File: src/rtl/qenc_pkg.sv
package qenc_pkg;

  typedef enum logic [3:0] {
    M_OFF       = 4'd0,
    M_QUAD_A    = 4'd1,
    M_QUAD_B    = 4'd2,
    M_QUAD_AB   = 4'd3,
    M_CLKDIR_X2 = 4'd10,
    M_CLKDIR_X1 = 4'd11,
    M_UPDN_X2   = 4'd12,
    M_UPDN_X1   = 4'd13,
    M_QUAD_A_X1 = 4'd14,
    M_QUAD_B_X1 = 4'd15
  } qenc_mode_e;

  // Channel index within the synchronised input vector
  localparam int CH_A = 0;
  localparam int CH_B = 1;
  localparam int NUM_CH = 2;

  // True for codes that never move the counter
  function automatic logic mode_is_idle(input logic [3:0] m);
    return (m == 4'd0) || ((m >= 4'd4) && (m <= 4'd9));
  endfunction

endpackage

File: src/rtl/qenc_sample.sv
module qenc_sample #(
  parameter int NCH = 2
) (
  input  logic           clk,
  input  logic           rst,
  input  logic [NCH-1:0] din,
  output logic [NCH-1:0] cur,
  output logic [NCH-1:0] prv
);

  // One capture stage plus one history stage per channel
  for (genvar g = 0; g < NCH; g++) begin : g_ch
    logic cur_q;
    logic prv_q;

    always_ff @(posedge clk) begin
      if (rst) begin
        cur_q <= din[g];
        prv_q <= din[g];
      end else begin
        cur_q <= din[g];
        prv_q <= cur_q;
      end
    end

    assign cur[g] = cur_q;
    assign prv[g] = prv_q;
  end

endmodule

File: src/rtl/qenc_decode.sv
module qenc_decode
  import qenc_pkg::*;
(
  input  logic [3:0] mode_sel,
  input  logic       pol_a,
  input  logic       pol_b,
  input  logic       a_cur,
  input  logic       a_prv,
  input  logic       b_cur,
  input  logic       b_prv,
  output logic       step_up,
  output logic       step_dn
);

  logic edge_a, edge_b;
  logic act_a, act_b;
  logic quad_a_up, quad_b_up;

  always_comb begin
    edge_a    = a_cur ^ a_prv;
    edge_b    = b_cur ^ b_prv;
    // polarity 0 picks the rising edge, 1 the falling edge
    act_a     = edge_a & (a_cur ^ pol_a);
    act_b     = edge_b & (b_cur ^ pol_b);
    // A leading B counts up
    quad_a_up = a_cur ^ b_cur;
    quad_b_up = ~(a_cur ^ b_cur);
  end

  always_comb begin
    step_up = 1'b0;
    step_dn = 1'b0;
    case (mode_sel)
      M_QUAD_A: begin
        step_up = edge_a & quad_a_up;
        step_dn = edge_a & ~quad_a_up;
      end
      M_QUAD_B: begin
        step_up = edge_b & quad_b_up;
        step_dn = edge_b & ~quad_b_up;
      end
      M_QUAD_AB: begin
        if (edge_a && !edge_b) begin
          step_up = quad_a_up;
          step_dn = ~quad_a_up;
        end else if (edge_b && !edge_a) begin
          step_up = quad_b_up;
          step_dn = ~quad_b_up;
        end
      end
      M_QUAD_A_X1: begin
        step_up = act_a & quad_a_up;
        step_dn = act_a & ~quad_a_up;
      end
      M_QUAD_B_X1: begin
        step_up = act_b & quad_b_up;
        step_dn = act_b & ~quad_b_up;
      end
      M_CLKDIR_X2: begin
        step_up = edge_b & ~a_cur;
        step_dn = edge_b & a_cur;
      end
      M_CLKDIR_X1: begin
        step_up = act_b & ~a_cur;
        step_dn = act_b & a_cur;
      end
      M_UPDN_X2: begin
        step_up = edge_a & ~edge_b;
        step_dn = edge_b & ~edge_a;
      end
      M_UPDN_X1: begin
        step_up = act_a & ~act_b;
        step_dn = act_b & ~act_a;
      end
      default: begin
        step_up = 1'b0;
        step_dn = 1'b0;
      end
    endcase
  end

endmodule

File: src/rtl/qenc_counter.sv
module qenc_counter #(
  parameter int W = 8
) (
  input  logic         clk,
  input  logic         rst,
  input  logic [W-1:0] wrap_val,
  input  logic         step_up,
  input  logic         step_dn,
  output logic [W-1:0] count,
  output logic         dir_down
);

  localparam logic [W-1:0] ONE  = W'(1);
  localparam logic [W-1:0] ZERO = '0;

  logic [W-1:0] cnt_q;
  logic         dir_q;

  always_ff @(posedge clk) begin
    if (rst) begin
      cnt_q <= ZERO;
      dir_q <= 1'b0;
    end else if (step_up) begin
      cnt_q <= (cnt_q >= wrap_val) ? ZERO : cnt_q + ONE;
      dir_q <= 1'b0;
    end else if (step_dn) begin
      cnt_q <= (cnt_q == ZERO) ? wrap_val : cnt_q - ONE;
      dir_q <= 1'b1;
    end
  end

  assign count    = cnt_q;
  assign dir_down = dir_q;

  // upward wrap lands on zero
  a_r10_wrap_up: assert property (@(posedge clk) disable iff (rst)
    (step_up && (cnt_q >= wrap_val)) |=> (cnt_q == ZERO));

  // downward wrap lands on the wrap value
  a_r10_wrap_dn: assert property (@(posedge clk) disable iff (rst)
    (step_dn && !step_up && (cnt_q == ZERO)) |=> (cnt_q == $past(wrap_val)));

  // no step keeps count and direction
  a_r11_hold: assert property (@(posedge clk) disable iff (rst)
    (!step_up && !step_dn) |=> ($stable(cnt_q) && $stable(dir_q)));

  // a down step sets the flag, an up step clears it
  a_r11_dir_follow: assert property (@(posedge clk) disable iff (rst)
    step_dn && !step_up |=> dir_q);

endmodule

File: src/rtl/qenc_top.sv
module qenc_top
  import qenc_pkg::*;
#(
  parameter int W = 8
) (
  input  logic         clk,
  input  logic         rst,
  input  logic [3:0]   mode_sel,
  input  logic         pol_a,
  input  logic         pol_b,
  input  logic [W-1:0] wrap_val,
  input  logic         enc_a,
  input  logic         enc_b,
  output logic [W-1:0] count,
  output logic         dir_down
);

  logic [NUM_CH-1:0] lines;
  logic [NUM_CH-1:0] cur;
  logic [NUM_CH-1:0] prv;
  logic              step_up;
  logic              step_dn;

  assign lines[CH_A] = enc_a;
  assign lines[CH_B] = enc_b;

  qenc_sample #(.NCH(NUM_CH)) u_sample (
    .clk (clk),
    .rst (rst),
    .din (lines),
    .cur (cur),
    .prv (prv)
  );

  qenc_decode u_decode (
    .mode_sel (mode_sel),
    .pol_a    (pol_a),
    .pol_b    (pol_b),
    .a_cur    (cur[CH_A]),
    .a_prv    (prv[CH_A]),
    .b_cur    (cur[CH_B]),
    .b_prv    (prv[CH_B]),
    .step_up  (step_up),
    .step_dn  (step_dn)
  );

  qenc_counter #(.W(W)) u_counter (
    .clk      (clk),
    .rst      (rst),
    .wrap_val (wrap_val),
    .step_up  (step_up),
    .step_dn  (step_dn),
    .count    (count),
    .dir_down (dir_down)
  );

  // At most one direction per clock
  a_r11_one_dir: assert property (@(posedge clk) disable iff (rst)
    !(step_up && step_dn));

  // reserved and off codes leave the count alone
  a_r12_idle_mode: assert property (@(posedge clk) disable iff (rst)
    mode_is_idle(mode_sel) |=> $stable(count));

  // simultaneous change of both lines gives no step in x4
  a_r4_both_no_step: assert property (@(posedge clk) disable iff (rst)
    ((mode_sel == M_QUAD_AB) && (cur[CH_A] != prv[CH_A]) && (cur[CH_B] != prv[CH_B]))
      |-> (!step_up && !step_dn));

  // in A-only quadrature a quiet A line means no step
  a_r2_b_ignored: assert property (@(posedge clk) disable iff (rst)
    ((mode_sel == M_QUAD_A) && (cur[CH_A] == prv[CH_A])) |=> $stable(count));

  // clock-plus-direction moves only on B activity
  a_r6_a_ignored: assert property (@(posedge clk) disable iff (rst)
    ((mode_sel == M_CLKDIR_X2) && (cur[CH_B] == prv[CH_B])) |-> (!step_up && !step_dn));

  // cancel on simultaneous up and down clocks
  a_r8_cancel: assert property (@(posedge clk) disable iff (rst)
    ((mode_sel == M_UPDN_X2) && (cur[CH_A] != prv[CH_A]) && (cur[CH_B] != prv[CH_B]))
      |=> $stable(count));

endmodule

File: config.mk
export PLATFORM = sky130hd
export DESIGN_NAME = qenc_top
export DESIGN_NICKNAME = d
export VERILOG_FILES = /design/src/rtl/qenc_pkg.sv /design/src/rtl/qenc_sample.sv /design/src/rtl/qenc_decode.sv /design/src/rtl/qenc_counter.sv /design/src/rtl/qenc_top.sv
export SDC_FILE = /design/constraint.sdc
export NUM_CORES = 1
export LEC_CHECK = 0
export BUFFER_PORTS_ARGS = -buffer_cell sky130_fd_sc_hd__buf_2
export CAP_MARGIN = 40
export CORE_MARGIN = 2
export CORE_UTILIZATION = 51
export CTS_CLUSTER_DIAMETER = 200
export CTS_CLUSTER_SIZE = 30
export DETAILED_ROUTE_END_ITERATION = 16
export PLACE_DENSITY = 0.82
export SYNTH_ARGS = -nofsm -noshare
export SYNTH_HDL_FRONTEND = slang
export SYNTH_SLANG_ARGS = --single-unit
export TNS_END_PERCENT = 50
File: constraint.sdc
create_clock -name clk -period 6.9 [get_ports clk]
set_input_delay 1.38 -clock clk [delete_from_list [all_inputs] [get_ports clk]]
set_output_delay 1.38 -clock clk [all_outputs]
set_load 0.02 [all_outputs]
==> run summary <==
The tools report the maximum level of the CTS H-tree as 1. The length in cells of the worst reg-to-reg path was 7; the gate count after technology mapping was 212. The clock transition at the registers of the reported paths was 0.08 ns; the horizontal die dimension was 59.2 µm. The tools report the largest clock skew in the final design as 0.00197 ns. The run finished with clean final reports. The remaining antenna violation count was 0; the final cell area excluding filler cells was 0.00168 mm². The count of buffers added on input and output ports is 26. The arrival time of data at the critical path endpoint is 3.47 ns. For the count of max-cap constraint violations, the log shows 0. Pin placement for this block handled 27 I/O pins.

The most used flip-flop cell after synthesis is sky130_fd_sc_hd__dfxtp_1. The parity-gate share of the synthesized area counting xor and xnor cells was 0.0563. The routing usage on met1 is 0.297, and the number of hold-repair buffers added at the cts stage is 0. The die covers 0.00351 mm². The startpoint identified for the worst register-to-register timing path is u_sample.g_ch[0].cur_q. For the starting density of the core, the log shows 0.523. In this run the critical register-to-register path is captured at u_counter.count[0].

At the pin with the least slew margin, the transition time is 0.690 ns. Setup violations remaining at the end of the flow were counted as 0. Yosys warning count: 0.

By area, the combinational part of the netlist is dominated by simple AND/OR/NAND/NOR gates. In the layout the commonest cells are sky130_fd_sc_hd__buf_2 (26), sky130_fd_sc_hd__nor2_1 (19), sky130_fd_sc_hd__inv_1 (17). The fraction of the mapped netlist area in adder cells was 0.0884; the setup total negative slack was 0 ns. The clock network latency to the later pin of the worst-skew pair was 0.27 ns.

The tools report the post-placement cell area as 0.00165 mm². Type of the most critical hold path: reg -> reg. The global-route met3 utilization is 0.0240, and the fraction of the mapped netlist area in compound gates is 0.273. The clock root buffer is sky130_fd_sc_hd__clkbuf_4. The final count of hold timing violations was 0.

Static power due to leakage: 0.000761 µW. After detailed routing, the number of vias per cell comes to 6.12. Tracing the worst setup path back leads to its startpoint at mode_sel[3]. At the end of the flow, the number of nets in the layout was 259.

The share of synthesized flip-flops with an asynchronous set or reset came out at 0. In this run, synthesis inferred 0 flip-flops with an integrated enable. The HPWL after detailed placement is 2.77 mm. Compared with the post-synthesis result, the final layout area differs by 7.96%. The worst setup path is captured at a flop. The run gives 0 as the number of antenna violations at the first check in global routing.

The core area came out at 0.00298 mm². The met2 global-route usage is 0.333. Dividing total power by cell area gives a power density of 186 mW/mm².

For the aggregate global routing overflow, the log shows 0. The run gives 0.564 as the core utilization of the finished layout. The DRC marker count from the first detailed-route iteration was 49. The kind of critical path is in -> reg. The detailed-router iteration count before antenna repair was 4.

The total CTS buffers was 3; the register bit total from synthesis was 13. After detailed routing, the number of remaining DRC violations is 0. Post-CTS repair changed the size of 0 cells. Total power for the finished layout comes to 313 µW. The destination of the critical timing path was u_counter.count[0].

The top achievable clock speed is 302 MHz. All-layer global routing usage: 0.210. The tools report the sequential share of the synthesized area as 0.167.

The total setup buffers inserted after CTS is 0, and the number of fill cells is 295. Number of max-slew violations in the final report: 0. At the worst endpoint, the required time is 7.06 ns. The number of inserted diodes was 0; the number of nets produced by synthesis was 241. Setup repair after global routing left no endpoint under its margin. TritonCTS built the clock tree. The run gives 21 as the largest net degree at the start of global routing.

Leaving out fill and tap cells, the most frequent cell in the layout is sky130_fd_sc_hd__buf_2. The layer flagged by global routing as most heavily used is met2. The worst-case IR drop observed on VDD is 0.136 mV. The fraction of synthesized area in multiplexers came out at 0.

The run gives 0.899 as the final RePlAce weighted congestion. The floorplan has 20 rows. Along the worst path, the maximum fanout reaches 8. Via count of the first global-routing pass: 1339. Setup slack on the worst reg-to-reg path comes out at 3.95 ns. Setup slack closes at 3.59 ns. The synthesized netlist contains 58 unique library cells. The die height works out to 59.2 µm. The tools report the worst slack at placement as 3.32 ns. The relative slew slack was 0.535; the sink count of the clock tree was 13. Total wire length after detailed routing: 3.61 mm. The first global-routing pass estimated 5.87 mm of wire. The type of origin of the critical path is an input port. The maximum count of clock buffers along a single path is 2.

The proportion of layout cells with a drive suffix above 1 came out at 0.166. The via count of the routed design is 1603, and the share of the clock period used by the worst path is 0.480. Each instance of the synthesized netlist takes up on average 7.34 µm².

The combined area of all synthesized cells was 0.00156 mm²; the simple-gate portion of the synthesized area was 0.324. The clock period minus final worst setup slack was 3.31 ns; the detailed-route wire length per cell was 13.8 µm.
report_power, final:
group / switching (µW) / leakage, µW / internal, µW / total, µW
clock network: 24.4 / 0.0000150 / 22.4 / 46.8
registers: 21.6 / 0.000107 / 83.5 / 105
logic: 93.7 / 0.000639 / 67.1 / 161
total: 140 / 0.000761 / 173 / 313
registers in the layout, indices dropped and copies added (netlist names):
name,flops
u_sample.g_ch.prv_q,2
u_sample.g_ch.cur_q,2
u_counter.dir_down,1
u_counter.count,8
synth_stat cells, types with 2 or more instances:
cell / instances / share of area
sky130_fd_sc_hd__a2111oi_0: 2 / 0.011
sky130_fd_sc_hd__a211o_1: 3 / 0.017
sky130_fd_sc_hd__a211oi_1: 4 / 0.019
sky130_fd_sc_hd__a21oi_1: 14 / 0.045
sky130_fd_sc_hd__a221oi_1: 4 / 0.023
sky130_fd_sc_hd__a2bb2oi_1: 2 / 0.011
sky130_fd_sc_hd__and2_1: 2 / 0.0080
sky130_fd_sc_hd__and3_1: 4 / 0.016
sky130_fd_sc_hd__buf_2: 5 / 0.016
sky130_fd_sc_hd__buf_6: 2 / 0.014
sky130_fd_sc_hd__clkbuf_1: 4 / 0.0096
sky130_fd_sc_hd__dfxtp_1: 13 / 0.17
sky130_fd_sc_hd__ha_1: 11 / 0.088
sky130_fd_sc_hd__inv_1: 17 / 0.041
sky130_fd_sc_hd__nand2_1: 14 / 0.034
sky130_fd_sc_hd__nand2b_1: 4 / 0.016
sky130_fd_sc_hd__nand3_1: 5 / 0.016
sky130_fd_sc_hd__nand3b_1: 3 / 0.014
sky130_fd_sc_hd__nand4_1: 2 / 0.0080
sky130_fd_sc_hd__nand4b_1: 3 / 0.017
sky130_fd_sc_hd__nor2_1: 19 / 0.046
sky130_fd_sc_hd__nor3_1: 5 / 0.016
sky130_fd_sc_hd__nor3b_1: 4 / 0.019
sky130_fd_sc_hd__nor4_1: 4 / 0.016
sky130_fd_sc_hd__o2111ai_1: 2 / 0.011
sky130_fd_sc_hd__o21a_1: 3 / 0.014
sky130_fd_sc_hd__o21ai_0: 8 / 0.026
sky130_fd_sc_hd__o21ai_1: 3 / 0.0096
sky130_fd_sc_hd__o221ai_1: 2 / 0.011
sky130_fd_sc_hd__o22a_1: 2 / 0.011
sky130_fd_sc_hd__o31ai_1: 2 / 0.0096
sky130_fd_sc_hd__or2_2: 2 / 0.0080
sky130_fd_sc_hd__or2b_1: 2 / 0.0096
sky130_fd_sc_hd__or3b_1: 3 / 0.017
sky130_fd_sc_hd__or4b_1: 2 / 0.013
sky130_fd_sc_hd__xnor2_1: 8 / 0.045
sky130_fd_sc_hd__xor2_1: 2 / 0.011
worst min path at each step:
| stage | start | endpoint | slack [ns] | cells past startpoint |
|---|---|---|---|---|
| after floorplan | u_counter.dir_down | u_counter.dir_down | 0.60 | 1 |
| after detailed placement | u_counter.dir_down | u_counter.dir_down | 0.48 | 1 |
| after global routing | u_counter.dir_down | u_counter.dir_down | 0.53 | 1 |
| after CTS | u_counter.dir_down | u_counter.dir_down | 0.51 | 1 |
| after global placement | u_counter.dir_down | u_counter.dir_down | 0.49 | 1 |
| final | u_counter.dir_down | u_counter.dir_down | 0.50 | 1 |
metal layers:
metal,vias to the layer above,routed length [µm]
li1,822,-
met1,713,1710
met2,60,1670
met3,8,182
met4,0,39
met5,-,0
final cells by class:
type | instances | area (µm²) | area share
clock buffers | 4 | 26.3 | 0.0156
inverters | 18 | 67.6 | 0.0402
multi-input cells | 168 | 1150 | 0.687
flip-flops and latches | 13 | 260 | 0.155
well taps | 33 | 41.3 | 0.0246
repair buffers | 26 | 130 | 0.0774
through the flow:
stage / cells / hold slack [ns]
4_1_cts: 262 / 0.506
2_1_floorplan: 212 / 0.604
5_1_grt: 262 / 0.533
3_3_place_gp: 258 / 0.486
6_report: 262 / 0.501
3_5_place_dp: 258 / 0.478
kinds of logic (layout without fill, tap and decap cells):
| kind of cell | Yosys count | after routing |
|---|---|---|
| compound gates | 61 | 61 |
| fa+ha+maj | 11 | 11 |
| xor+xnor | 10 | 10 |
| buf+inv | 31 | 48 |
| flops | 13 | 13 |
| simple gates | 86 | 86 |
worst max-delay path, stage by stage:
cell and delay, ns:
sky130_fd_sc_hd__buf_2 0.14, sky130_fd_sc_hd__and4bb_2 0.24, sky130_fd_sc_hd__o311a_1 0.34, sky130_fd_sc_hd__a41oi_1 0.15, sky130_fd_sc_hd__or4b_1 0.60, sky130_fd_sc_hd__or3_4 0.40, sky130_fd_sc_hd__o22ai_1 0.16, sky130_fd_sc_hd__nor3_1 0.06
(Power assumes the default switching activity.)
